[src/rtl/tlb_fa_pkg.sv]
package tlb_fa_pkg;
  localparam int PERM_W = 3;

  typedef struct packed {
    logic r;
    logic w;
    logic x;
  } perm_t;
endpackage

[src/rtl/tlb_match.sv]
module tlb_match #(
  parameter int N     = 32,
  parameter int VPN_W = 20,
  localparam int IDX_W = $clog2(N)
) (
  input  logic [N-1:0]            occ_i,
  input  logic [N-1:0][VPN_W-1:0] tags_i,
  input  logic [VPN_W-1:0]        key_i,
  output logic [N-1:0]            match_o,
  output logic                    any_o,
  output logic [IDX_W-1:0]        idx_o
);
  for (genvar g = 0; g < N; g++) begin : g_cmp
    assign match_o[g] = occ_i[g] && (tags_i[g] == key_i);
  end

  assign any_o = |match_o;

  // match is at most one-hot, so OR-encoding gives the index
  always_comb begin
    idx_o = '0;
    for (int i = 0; i < N; i++) begin
      if (match_o[i]) idx_o = idx_o | IDX_W'(i);
    end
  end
endmodule

[src/rtl/tlb_victim.sv]
module tlb_victim #(
  parameter int N = 32,
  localparam int IDX_W = $clog2(N)
) (
  input  logic             clk_i,
  input  logic             rst_ni,
  input  logic [N-1:0]     occ_i,
  input  logic             repl_en_i,
  output logic             full_o,
  output logic [IDX_W-1:0] free_idx_o,
  output logic [IDX_W-1:0] rr_o
);
  logic [IDX_W-1:0] rr_q;

  assign full_o = &occ_i;
  assign rr_o   = rr_q;

  // lowest unoccupied slot
  always_comb begin
    free_idx_o = '0;
    for (int i = N - 1; i >= 0; i--) begin
      if (!occ_i[i]) free_idx_o = IDX_W'(i);
    end
  end

  always_ff @(posedge clk_i or negedge rst_ni) begin
    if (!rst_ni) begin
      rr_q <= '0;
    end else if (repl_en_i) begin
      rr_q <= (rr_q == IDX_W'(N - 1)) ? '0 : rr_q + 1'b1;
    end
  end

  assert_rr_hold_R6: assert property (@(posedge clk_i) disable iff (!rst_ni)
    !repl_en_i |=> $stable(rr_q));
  assert_rr_step_R6: assert property (@(posedge clk_i) disable iff (!rst_ni)
    repl_en_i && (rr_q != IDX_W'(N - 1)) |=> rr_q == $past(rr_q) + 1'b1);
endmodule

[src/rtl/tlb_store.sv]
module tlb_store
  import tlb_fa_pkg::*;
#(
  parameter int N     = 32,
  parameter int VPN_W = 20,
  parameter int PFN_W = 20,
  localparam int IDX_W = $clog2(N)
) (
  input  logic                    clk_i,
  input  logic                    rst_ni,
  input  logic                    flush_i,
  input  logic                    we_i,
  input  logic [IDX_W-1:0]        widx_i,
  input  logic [VPN_W-1:0]        wvpn_i,
  input  logic [PFN_W-1:0]        wpfn_i,
  input  logic                    wpv_i,
  input  perm_t                   wperm_i,
  input  logic [IDX_W-1:0]        ridx_i,
  output logic [PFN_W-1:0]        rpfn_o,
  output logic                    rpv_o,
  output perm_t                   rperm_o,
  output logic [N-1:0]            occ_o,
  output logic [N-1:0][VPN_W-1:0] tags_o
);
  logic [N-1:0]            occ_q;
  logic [N-1:0][VPN_W-1:0] vpn_q;
  logic [N-1:0][PFN_W-1:0] pfn_q;
  logic [N-1:0]            pv_q;
  perm_t [N-1:0]           perm_q;

  for (genvar g = 0; g < N; g++) begin : g_ent
    always_ff @(posedge clk_i or negedge rst_ni) begin
      if (!rst_ni) begin
        occ_q[g]  <= 1'b0;
        vpn_q[g]  <= '0;
        pfn_q[g]  <= '0;
        pv_q[g]   <= 1'b0;
        perm_q[g] <= '0;
      end else if (flush_i) begin
        occ_q[g] <= 1'b0;
      end else if (we_i && (widx_i == IDX_W'(g))) begin
        occ_q[g]  <= 1'b1;
        vpn_q[g]  <= wvpn_i;
        pfn_q[g]  <= wpfn_i;
        pv_q[g]   <= wpv_i;
        perm_q[g] <= wperm_i;
      end
    end
  end

  assign occ_o   = occ_q;
  assign tags_o  = vpn_q;
  assign rpfn_o  = pfn_q[ridx_i];
  assign rpv_o   = pv_q[ridx_i];
  assign rperm_o = perm_q[ridx_i];

  assert_flush_clears_R8: assert property (@(posedge clk_i) disable iff (!rst_ni)
    flush_i |=> occ_q == '0);
  assert_fill_occupies_R5: assert property (@(posedge clk_i) disable iff (!rst_ni)
    we_i && !flush_i |=> occ_q[$past(widx_i)]);
endmodule

[src/rtl/tlb_fa.sv]
module tlb_fa
  import tlb_fa_pkg::*;
#(
  parameter int ENTRIES = 32,
  parameter int VPN_W   = 20,
  parameter int PFN_W   = 20,
  localparam int IDX_W  = $clog2(ENTRIES)
) (
  input  logic              clk_i,
  input  logic              rst_ni,
  input  logic              lookup_valid_i,
  input  logic [VPN_W-1:0]  lookup_vpn_i,
  output logic              resp_valid_o,
  output logic              resp_hit_o,
  output logic [PFN_W-1:0]  resp_pfn_o,
  output logic              resp_pv_o,
  output logic [PERM_W-1:0] resp_perm_o,
  input  logic              fill_i,
  input  logic [VPN_W-1:0]  fill_vpn_i,
  input  logic [PFN_W-1:0]  fill_pfn_i,
  input  logic              fill_pv_i,
  input  logic [PERM_W-1:0] fill_perm_i,
  input  logic              flush_i
);
  logic [ENTRIES-1:0]            occ;
  logic [ENTRIES-1:0][VPN_W-1:0] tags;
  logic [ENTRIES-1:0]            lk_match, fl_match;
  logic                          lk_hit, fl_hit, full;
  logic [IDX_W-1:0]              lk_idx, fl_idx, free_idx, rr_idx, wr_idx;
  logic [PFN_W-1:0]              rd_pfn;
  logic                          rd_pv;
  perm_t                         rd_perm;
  logic                          wr_en, repl_en, hit_d;

  tlb_match #(.N(ENTRIES), .VPN_W(VPN_W)) u_lk_match (
    .occ_i(occ), .tags_i(tags), .key_i(lookup_vpn_i),
    .match_o(lk_match), .any_o(lk_hit), .idx_o(lk_idx)
  );

  tlb_match #(.N(ENTRIES), .VPN_W(VPN_W)) u_fl_match (
    .occ_i(occ), .tags_i(tags), .key_i(fill_vpn_i),
    .match_o(fl_match), .any_o(fl_hit), .idx_o(fl_idx)
  );

  assign wr_en   = fill_i && !flush_i;
  assign repl_en = wr_en && !fl_hit && full;

  always_comb begin
    if (fl_hit)    wr_idx = fl_idx;
    else if (full) wr_idx = rr_idx;
    else           wr_idx = free_idx;
  end

  tlb_victim #(.N(ENTRIES)) u_victim (
    .clk_i(clk_i), .rst_ni(rst_ni), .occ_i(occ), .repl_en_i(repl_en),
    .full_o(full), .free_idx_o(free_idx), .rr_o(rr_idx)
  );

  tlb_store #(.N(ENTRIES), .VPN_W(VPN_W), .PFN_W(PFN_W)) u_store (
    .clk_i(clk_i), .rst_ni(rst_ni), .flush_i(flush_i),
    .we_i(wr_en), .widx_i(wr_idx), .wvpn_i(fill_vpn_i), .wpfn_i(fill_pfn_i),
    .wpv_i(fill_pv_i), .wperm_i(perm_t'(fill_perm_i)),
    .ridx_i(lk_idx), .rpfn_o(rd_pfn), .rpv_o(rd_pv), .rperm_o(rd_perm),
    .occ_o(occ), .tags_o(tags)
  );

  assign hit_d = lookup_valid_i && lk_hit;

  always_ff @(posedge clk_i or negedge rst_ni) begin
    if (!rst_ni) begin
      resp_valid_o <= 1'b0;
      resp_hit_o   <= 1'b0;
      resp_pfn_o   <= '0;
      resp_pv_o    <= 1'b0;
      resp_perm_o  <= '0;
    end else begin
      resp_valid_o <= lookup_valid_i;
      resp_hit_o   <= hit_d;
      resp_pfn_o   <= hit_d ? rd_pfn : '0;
      resp_pv_o    <= hit_d ? rd_pv : 1'b0;
      resp_perm_o  <= hit_d ? PERM_W'(rd_perm) : '0;
    end
  end

  assert_resp_follows_lookup_R2: assert property (@(posedge clk_i) disable iff (!rst_ni)
    lookup_valid_i |=> resp_valid_o);
  assert_no_resp_idle_R2: assert property (@(posedge clk_i) disable iff (!rst_ni)
    !lookup_valid_i |=> !resp_valid_o && !resp_hit_o);
  assert_no_dup_R7: assert property (@(posedge clk_i) disable iff (!rst_ni)
    $onehot0(lk_match) && $onehot0(fl_match));
  assert_miss_zero_R4: assert property (@(posedge clk_i) disable iff (!rst_ni)
    !resp_hit_o |-> (resp_pfn_o == '0) && !resp_pv_o && (resp_perm_o == '0));
  assert_fill_free_R5: assert property (@(posedge clk_i) disable iff (!rst_ni)
    wr_en && !fl_hit && !full |-> !occ[wr_idx]);
endmodule

[config.mk]
export PLATFORM = sky130hd
export DESIGN_NAME = tlb_fa
export DESIGN_NICKNAME = d
export VERILOG_FILES = /design/src/rtl/tlb_fa_pkg.sv /design/src/rtl/tlb_match.sv /design/src/rtl/tlb_victim.sv /design/src/rtl/tlb_store.sv /design/src/rtl/tlb_fa.sv
export SDC_FILE = /design/constraint.sdc
export NUM_CORES = 2
export LEC_CHECK = 0
export BUFFER_PORTS_ARGS = -buffer_cell sky130_fd_sc_hd__buf_2
export CAP_MARGIN = 20
export CORE_ASPECT_RATIO = 1.4
export CORE_MARGIN = 4
export CORE_UTILIZATION = 30
export DETAILED_ROUTE_END_ITERATION = 8
export SLEW_MARGIN = 20
export SYNTH_ARGS = -nofsm -noshare
export SYNTH_HDL_FRONTEND = slang
export SYNTH_HIERARCHICAL = 1
export SYNTH_SLANG_ARGS = --single-unit
export TNS_END_PERCENT = 50
[constraint.sdc]
create_clock -name clk_i -period 4.4 [get_ports clk_i]
set_input_delay 0.22 -clock clk_i [delete_from_list [all_inputs] [get_ports clk_i]]
set_output_delay 0.22 -clock clk_i [all_outputs]
set_load 0.005 [all_outputs]
==> impl_metrics.env <==
export IMPL_route_final_wire_length_mm=252
export IMPL_finalMaxSlewViolations=0
export IMPL_clock_sink_count=1471
export IMPL_cell_internal_pwr_w=0.0234
export IMPL_clock_tree_htree_level_count=4
export IMPL_path_cells="dlygate4sd3_1, buf_4, buf_12, xnor2_1, nand4_1, nor4_1, nand4_1, inv_1, nor4_1, nand4_1, buf_4, o21ai_1, nand2_1, buf_4, nor4_4, buf_4, buf_12, mux2_2"
export IMPL_layout_min_cycle_time_ns=4.33
export IMPL_setup_repair_after_global_routing_missed_its_margin="no"
export IMPL_worst_vdd_rail_ir_drop_uv=461
export IMPL_holdCritPathClass="input port to async pin"
export IMPL_placementRows=220
export IMPL_pin_count=95
export IMPL_detail_route_first_pass_iterations=6
export IMPL_layout_worst_path_cycle_share_pct=98.5
export IMPL_power_switching_share_pct=24.9
export IMPL_drcViolationCount=0
export IMPL_r2r_setup_slack_ns=0.16
export IMPL_tightestPinTransition_ns=1.08
export IMPL_worst_path_buf_inv=8
export IMPL_syn_to_final_growth_pct=19.1
export IMPL_grt_pass1_wl_mm=373
export IMPL_syn_inst_count=6217
export IMPL_cpMostUsedCell="sky130_fd_sc_hd__buf_4"
export IMPL_finalSetupViolCount=0
export IMPL_timing_max_cap_violations=0
export IMPL_cts_path_max_buffers=3
export IMPL_worstPathMaxFanout=31
export IMPL_fin_skew_ns=0.0344
export IMPL_dp_final_hpwl_mm=169
export IMPL_tritoncts_num_buffers=164
export IMPL_final_setup_tns_ns=0
export IMPL_power_leakage_nw=40.9
export IMPL_timing_max_slew_rel_slack_pct=27.1
export IMPL_routed_via_count=51700
export IMPL_cts_tree="built"
export IMPL_slowest_stage="sky130_fd_sc_hd__nor4_1"
export IMPL_r2r_cells=16
export IMPL_design_core_area_mm2=0.257
export IMPL_max_freq_mhz=231
export IMPL_worstSetupEndpointType="register"
export IMPL_cp_start_kind="input port"
export IMPL_syn_nets=6288
export IMPL_power_density_mw_per_mm2=337
export IMPL_critPathMaxStageDelay_ns=0.70
export IMPL_antenna_violating_nets_post_route=0
export IMPL_synth_area_mm2=0.0776
export IMPL_place_congestion=0.944
export IMPL_die_height_um=610
export IMPL_layout_cell_area_non_filler_mm2=0.0924
export IMPL_post_drt_wl_per_cell_um=24.9
export IMPL_clock_tree_root_driver_cell="sky130_fd_sc_hd__clkbuf_16"
export IMPL_seq_power_share_pct=45.0
export IMPL_place_worst_setup_slack_ns=-0.180
export IMPL_place_area_mm2=0.0864
export IMPL_numnets_final=6604
export IMPL_port_buffers=94
export IMPL_timing_worst_setup_path_type="input port to register"
export IMPL_power_combinational_fraction_pct=9.2
export IMPL_grt_start_max_net_pins=146
export IMPL_die_width_um=438
export IMPL_grt_antenna_before_repair=12
export IMPL_layout_drive_gt1_share_pct=35.8
export IMPL_timing_critical_path_max_delay_family="buffers and inverters"
export IMPL_initial_utilization_pct=30.2
export IMPL_avgSynthCellArea_um2=12.5
export IMPL_crit_required_ns=5.10
export IMPL_status="complete, no violations"
export IMPL_p_switching_w=0.00775
export IMPL_all_layer_global_routing_usage_pct=18.5
export IMPL_reg2reg_from="u_store/tags_o[461]$_DFFE_PN0P_"
export IMPL_via_per_inst=5.11
export IMPL_finalHoldViolCount=0
export IMPL_synth_warning_count=6
export IMPL_dieArea_mm2=0.267
export IMPL_timing_critical_path_arrival_ns=5.03
export IMPL_r2r_end="resp_pfn_o[16]$_DFF_PN0_"
export IMPL_setup_ws_ns=0.0658
export IMPL_clock_power_share_pct=45.9
export IMPL_clkSlewWorstSetupHoldPaths_ns=0.06
export IMPL_grt_remaining_overflow=0
export IMPL_drt_initial_drc_count=3726
export IMPL_first_global_vias=54700
export IMPL_clk_latency_ns=0.83
==> sequential cells by signal, summed over array words and instances, names as in the netlist <==
name / cells
u_store/occ_o: 32
resp_hit_o: 1
u_store/pv_q: 32
resp_pfn_o: 20
u_victim/rr_o: 5
u_store/perm_q: 96
resp_pv_o: 1
resp_perm_o: 3
resp_valid_o: 1
u_store/tags_o: 640
u_store/pfn_q: 640
==> metrics by stage <==
stage / total power (W) / hold slack, ns / util [%] / cells
after floorplan: 0.0158 / -0.0756 / - / 6217
after CTS: 0.0314 / 0.00551 / 35.9 / 10100
final: 0.0311 / 0.0346 / 35.9 / 10100
after global placement: 0.0170 / 0.315 / 33.6 / 9773
after detailed placement: 0.0171 / 0.316 / 33.6 / 9775
after global routing: 0.0322 / 0.0629 / 35.9 / 10100
==> how the worst max path moves through the flow <==
stage                                               start                        endpoint  depth (start not counted)
final                                       fill_vpn_i[2]  u_store/pfn_q[390]$_DFFE_PN0P_                         18
after global routing                        fill_vpn_i[1]  u_store/pfn_q[396]$_DFFE_PN0P_                         21
after CTS                 u_store/tags_o[189]$_DFFE_PN0P_  u_store/pfn_q[451]$_DFFE_PN0P_                         15
after detailed placement                 lookup_vpn_i[10]        resp_pfn_o[10]$_DFF_PN0_                         18
after global placement                   lookup_vpn_i[10]        resp_pfn_o[10]$_DFF_PN0_                         18
after floorplan                             fill_vpn_i[2]  u_store/pfn_q[300]$_DFFE_PN0P_                         18
==> placed cells by master (no fill, tap or decap), drive strengths merged, types with 32 or more instances in the layout <==
cell type    instances
a21oi               74
a22o                48
a22oi               72
buf                657
clkbuf             236
dfrtp             1471
dlygate4sd3         32
inv                 54
mux2              1410
mux2i              390
nand2              108
nand3              155
nand4              276
nor4               149
xnor2              984
xor2               296
==> routing by layer <==
layer	vias to the layer above	global-route usage, %	part of all wire [%]
met5	-	0	0.011
met4	4	7.95	4.5
met3	517	2.70	4.8
met2	1430	31.6	49
met1	27200	23.2	42
li1	22500	-	-
==> cell type report <==
type | instances | area [µm²]
inverters | 45 | 169
well taps | 3441 | 4310
fillers | 25000 | 165000
diodes | 9 | 22.5
multi-input cells | 4162 | 37700
clock buffers | 236 | 4780
flip-flops and latches | 1471 | 36800
clock inverters | 54 | 802
repair buffers | 689 | 7790
==> power by group through the flow <==
stage	Clock, W	Combinational (W)	Sequential (W)
after global routing	0.0151	0.00305	0.0140
after detailed placement	0	0.00282	0.0142
final	0.0143	0.00285	0.0140
after floorplan	0	0.00161	0.0142
after CTS	0.0146	0.00286	0.0140
after global placement	0	0.00280	0.0142
==> repair_timing <==
item | 4_1_cts | 5_1_grt
hold buffers | 32 | 0
hold endpoints to repair | 456 | 0
setup endpoints to repair | 0 | 273
setup buffers | 0 | 1
gates resized for setup | 0 | 4
No activity file was read; power rests on OpenSTA's default activity.
